==> config.mk <==
export PLATFORM = sky130hd
export DESIGN_NAME = vec_serializer
export DESIGN_NICKNAME = d
export VERILOG_FILES = /design/src/rtl/vec_serializer.sv
export SDC_FILE = /design/constraint.sdc
export NUM_CORES = 1
export LEC_CHECK = 0
export BUFFER_PORTS_ARGS = -buffer_cell sky130_fd_sc_hd__buf_2
export CAP_MARGIN = 5
export CORE_MARGIN = 2
export CORE_UTILIZATION = 30
export CTS_CLUSTER_DIAMETER = 200
export DETAILED_ROUTE_END_ITERATION = 8
export PLACE_DENSITY = 0.49
export SYNTH_ARGS = -nofsm -noshare
export SYNTH_HDL_FRONTEND = slang
export SYNTH_SLANG_ARGS = --single-unit
==> constraint.sdc <==
create_clock -name clk -period 2.2 [get_ports clk]
set_input_delay 0.22 -clock clk [delete_from_list [all_inputs] [get_ports clk]]
set_output_delay 0.22 -clock clk [all_outputs]
set_load 0.03 [all_outputs]
==> src/rtl/vec_serializer.sv <==
module vec_serializer #(
  parameter int EW    = 8,
  parameter int NELEM = 4,
  parameter int RATIO = 4,
  parameter int IDLE  = 2
) (
  input  logic                          clk,
  input  logic                          rst,
  input  logic [NELEM*EW-1:0]           din,
  input  logic                          vin,
  output logic [(NELEM/RATIO)*EW-1:0]   dout,
  output logic                          start_o,
  output logic                          valid_o
);
  localparam int CHW   = (NELEM / RATIO) * EW;
  localparam int FRAME = RATIO + IDLE;
  localparam int CW    = (FRAME > 1) ? $clog2(FRAME) : 1;

  generate
    if ((NELEM % RATIO) != 0 || RATIO < 1 || IDLE < 0) begin : g_bad_cfg
      $error("vec_serializer: NELEM must be a multiple of RATIO (R1)");
    end
  endgenerate

  logic [CW-1:0]       cnt;
  logic [NELEM*EW-1:0] hold;
  logic                vflag;
  wire                 at_end = (int'(cnt) == FRAME - 1);

  always_ff @(posedge clk) begin
    if (rst)          cnt <= '0;
    else if (at_end)  cnt <= '0;
    else              cnt <= cnt + 1'b1;
  end

  always_ff @(posedge clk) begin
    if (rst) begin
      hold    <= '0;
      vflag   <= 1'b0;
      dout    <= '0;
      start_o <= 1'b0;
      valid_o <= 1'b0;
    end else if (cnt == '0) begin
      hold    <= din;
      vflag   <= vin;
      dout    <= din[CHW-1:0];
      start_o <= vin;
      valid_o <= vin;
    end else if (int'(cnt) < RATIO) begin
      dout    <= hold[int'(cnt)*CHW +: CHW];
      start_o <= 1'b0;
      valid_o <= vflag;
    end else begin
      dout    <= '0;
      start_o <= 1'b0;
      valid_o <= 1'b0;
    end
  end

  p_start_one_cycle_r5: assert property (@(posedge clk) disable iff (rst)
    (FRAME > 1 && start_o) |=> !start_o);

  p_start_has_valid_r5: assert property (@(posedge clk) disable iff (rst)
    start_o |-> valid_o);

  p_pad_quiet_r6: assert property (@(posedge clk) disable iff (rst)
    (int'($past(cnt)) >= RATIO) |-> (!valid_o && !start_o));

  p_pad_zero_r8: assert property (@(posedge clk) disable iff (rst)
    (int'($past(cnt)) >= RATIO) |-> (dout == '0));

  p_invalid_silent_r7: assert property (@(posedge clk) disable iff (rst)
    !vflag |-> (!start_o && !valid_o));

  p_reset_clear_r9: assert property (@(posedge clk)
    $past(rst) |-> (!start_o && !valid_o && dout == '0 && cnt == '0));
endmodule

After elaboration in Yosys (flattened, before gate mapping)

Cells that the tools add are included.

Word-level logic and storage cells: 18
Flip-flop bits (word level): 46
Output and inout port bits: 10
Input bits: 35

Reductions and logical operators: 3
Shifts and indexed selects: 1
Bitwise gates (word level): 1
Muxes and demuxes: 4
Equal/unequal tests: 1
Add/subtract/negate cells: 1
$lt $le $gt $ge: 1

Operators by type and width:

| cell                | number |
|---|---|
| $shiftx 32x7->8     | 1 |
| $mux 8              | 2 |
| $reduce_or 2->1     | 2 |
| $add 3x1->3 const B | 1 |
| $eq 3x3->1 const B  | 1 |
| $logic_not 3->1     | 1 |
| $lt 3x3->1 const B  | 1 |
| $mux 1              | 2 |
| $not 1->1           | 1 |

Longest topological paths before layout

Word-level depth: 3
Depth in mapped cells: 9

Worst setup path before layout

Ideal clock, no wire load.

Kind: register -> register
Start: register cnt[0]
End: register hold[0]
Cell stages (with the launch flop): 10
Path buffers: 4
Slack: 0.681 ns
Setup time: 0.070 ns
Arrival time: 1.449 ns
Required time: 2.130 ns
Cell sequence: dfxtp_1 -> buf_6 -> inv_1 -> ha_1 -> buf_4 -> nand2b_1 -> buf_4 -> buf_4 -> nand2_1 -> a21oi_1

Word-level cells in the longest chain between the ends: 1

RTL lines:

| element                  | line | text |
|---|---|---|
| start: declaration       | 25   | `logic [CW-1:0] cnt;` |
| start signal: assignment | 33   | `else cnt <= cnt + 1'b1;` |
| $logic_not 3->1          | 43   | `end else if (cnt == '0) begin` |
| end signal: assignment   | 44   | `hold <= din;` |
| end: declaration         | 26   | `logic [NELEM*EW-1:0] hold;` |

No other way between the ends.
A chain may end at the register's enable or synchronous reset.

Worst setup path after layout

Start: register cnt[1]
End: register hold[21]

The elaborated chain is that of the path after synthesis.

==> reports/results.txt <==
switching power -> 0.0005332 W
maximum fanout along the worst path -> 20
post-route ant nets -> 0
Worst path slowest cell -> sky130_fd_sc_hd__ha_1
Via-to-Cell Ratio -> 4.478
Routed WL per cell -> 12.81 um
switch share -> 27.36%
# hold bufs at CTS -> 0
Slew Viols, Final -> 0
TritonCTS sink count -> 46
relative area change from synthesis to final layout -> 20.90%
Cells on Worst Hold Path -> 3
initial drt markers -> 81
Std-Cell Core Area -> 5921 um^2
status -> finished, final reports clean
# setup viols final -> 0
area of the die -> 6791 um^2
worst min-delay path startpoint -> din[13]
vertical die dimension -> 82.41 um
max capacitance violation total -> 0
All-Layer GR Usage -> 13.12%
end of the worst register-to-register path -> hold[21]$_SDFFE_PP0N_
commonest cells after routing, fill and taps aside -> sky130_fd_sc_hd__nand2_1, sky130_fd_sc_hd__dfxtp_1, sky130_fd_sc_hd__buf_2
CTS tree -> done
post-detailed-route DRC marker count -> 0
DRT Wirelength -> 4.125 mm
number of hold violations in the final report -> 0
instance count of the mapped netlist -> 203
total placed cells including tap cells -> 314
cell depth of the worst flop-to-flop path -> 6
part of the cycle the worst path needs -> 66.71%
power density of the placed cells -> 874.1 nW/um^2
proportion of power drawn by flip-flops and latches -> 48.7%
wire length of the first global-routing pass -> 6.555 mm
Clock Pin Slew Worst Setup and Hold Paths -> 0.09 ns
terminating pin of the worst hold path -> hold[13]$_SDFFE_PP0N_
Design Power -> 0.001949 W
total negative slack for setup checks -> 0 ns
Worst Tran Pin Value -> 0.4060 ns
logic gate share of total power -> 19.7%
number of input and output port buffers inserted -> 44
CP delay by family, top -> adder cells
setup repair after global routing missed its margin -> no
cell-by-cell trace of the critical path -> inv_1 -> ha_1 -> nor2b_2 -> buf_4 -> nand2_1 -> a21oi_1
setup slack of the most critical reg-to-reg path -> 0.73 ns
maximum level of the CTS H-tree -> 2
root buffer cell -> sky130_fd_sc_hd__clkbuf_8
number of buffers inserted during clock tree synthesis -> 5
Vias -> 1442
share of the yosys chip area belonging to registers -> 49.93%
Max IR drop VDD -> 0.0003539 V
Antenna Diode Count -> 0
Worst Path Arrival -> 1.70 ns
hold crit path type -> input port to register
number of gates resized after cts -> 0
clock latency on the worst-skew pair -> 0.30 ns
start point of the critical path -> cnt[1]$_SDFF_PP0_
internal power -> 0.001416 W
vias in the first global route -> 1416
Post-DP HPWL -> 2.890 mm
Yosys Warn Count -> 0
1st-pass router iterations -> 4
kind of critical path -> register to register
Synth Register Bits -> 46
largest net degree at the start of global routing -> 22
startpoint of the most critical register-to-register path -> cnt[1]$_SDFF_PP0_
floorplan row count -> 28
kind of end point of the critical path -> register
Die X-Extent -> 82.41 um
Final Skew -> 0.008867 ns
number of antenna violations at the first check in global routing -> 0
headroom to the max-slew limit -> 72.93%
total grt overflow -> 0
Crit path largest cell delay -> 0.34 ns
routability congestion estimate -> 0.7132
Syn Nets -> 241
fraction of the core area covered by cells at the end of the flow -> 37.66%
Leak -> 0.9788 nW
number of post-CTS setup repair buffers -> 0
achievable frequency -> 681.3 MHz
mean instance size in the synthesized netlist -> 9.085 um^2
number of buffers and inverters on the critical path -> 2
startpoint class of the critical path -> register
clock period minus final worst setup slack -> 1.468 ns
portion of total power attributed to the clock network -> 31.6%
fin nets -> 284
Clock Path Buffers -> 2
count of boundary I/O pins -> 45
Crit path required time -> 2.43 ns
starting utilization of the core area -> 31.15%
number of library cell types mapped by synthesis -> 18
share of post-route cells with drive strength above 1 -> 27.53%
cell area after synthesis -> 1844 um^2
most common library cell in the layout ignoring fill and taps -> sky130_fd_sc_hd__nand2_1
number of cells in the finished layout apart from fillers -> 322
[power groups by stage]
stage / clock [W] / sequential [W] / combinational [W]
after global routing: 0.000662 / 0.000961 / 0.000428
after floorplan: 0 / 0.000997 / 0.000253
final: 0.000616 / 0.000950 / 0.000383
after CTS: 0.000632 / 0.000950 / 0.000391
after global placement: 0 / 0.000969 / 0.000388
after detailed placement: 0 / 0.000970 / 0.000391
[worst max path at each step]
stage | to | slack (ns) | cells past startpoint
after floorplan | hold[0]$_SDFFE_PP0N_ | 0.68 | 9
after global routing | hold[13]$_SDFFE_PP0N_ | 0.53 | 6
after detailed placement | hold[30]$_SDFFE_PP0N_ | 0.72 | 6
final | hold[21]$_SDFFE_PP0N_ | 0.73 | 6
after CTS | hold[30]$_SDFFE_PP0N_ | 0.70 | 6
after global placement | hold[12]$_SDFFE_PP0N_ | 0.76 | 6
[final cells by class]
class | count | area, um^2
fill | 635 | 3691
sequential | 46 | 920.9
multi-input combinational | 138 | 817.0
timing repair buffer | 52 | 280.3
tap | 75 | 93.84
clock buffer | 7 | 76.32
clock inverter | 1 | 30.03
inverter | 3 | 11.26
[sequential cells by signal, summed over array words and instances, names as in the netlist]
register,flops
cnt,3
dout,8
hold,32
start_o,1
valid_o,1
vflag,1
[routing by layer]
| layer | part of all wire, % | wire (um) | vias up | track usage (%) |
|---|---|---|---|---|
| met1 | 48 | 1994 | 660 | 17.39 |
| met5 | 0 | 0 | - | 0 |
| met3 | 4.6 | 189 | 5 | 3.478 |
| met2 | 46 | 1885 | 28 | 20.40 |
| met4 | 1.4 | 57 | 0 | 5.000 |
| li1 | - | - | 749 | - |
[worst reg2reg max path, delay by kind of cell, from the launching register on]
kind	cells	cell delay, ns
buffers and inverters	2	0.32
flip-flops	1	0.32
AND/OR/NAND/NOR	2	0.31
adder cells (fa/ha/maj)	1	0.34
AO/OA/AOI/OAI	1	0.12
[cell usage after synthesis, drive strengths merged]
cell / number / area [um^2]
nand2: 66 / 247.7
dfxtp: 46 / 920.9
a21oi: 35 / 175.2
buf: 13 / 86.33
nor2: 10 / 37.54
mux2i: 9 / 90.09
mux4: 8 / 180.2
clkbuf: 3 / 11.26
ha: 3 / 37.54
inv: 3 / 11.26
and2: 2 / 12.51
nor3b: 2 / 15.01
nand2b: 1 / 6.260
nor2b: 1 / 6.260
or2: 1 / 6.260
[kinds of logic (layout without fill, tap and decap cells)]
| group | after synthesis | after routing | share of synthesized area (%) |
|---|---|---|---|
| buffers and inverters | 19 | 63 | 5.902 |
| AND/OR/NAND/NOR | 83 | 83 | 17.98 |
| flip-flops | 46 | 46 | 49.93 |
| multiplexers | 17 | 17 | 14.65 |
| AO/OA/AOI/OAI | 35 | 35 | 9.498 |
| adder cells (fa/ha/maj) | 3 | 3 | 2.035 |
[stage by stage]
step	setup slack (ns)	instance area [um^2]	hold WS, ns
after global routing	0.5264	2230	0.1453
after global placement	0.7579	2123	0.4414
after detailed placement	0.7195	2123	0.4447
after CTS	0.6976	2230	0.1400
after floorplan	0.6810	1844	0.3560
final	0.7323	2230	0.1529
Note: power is estimated with default switching activity, not from simulation.
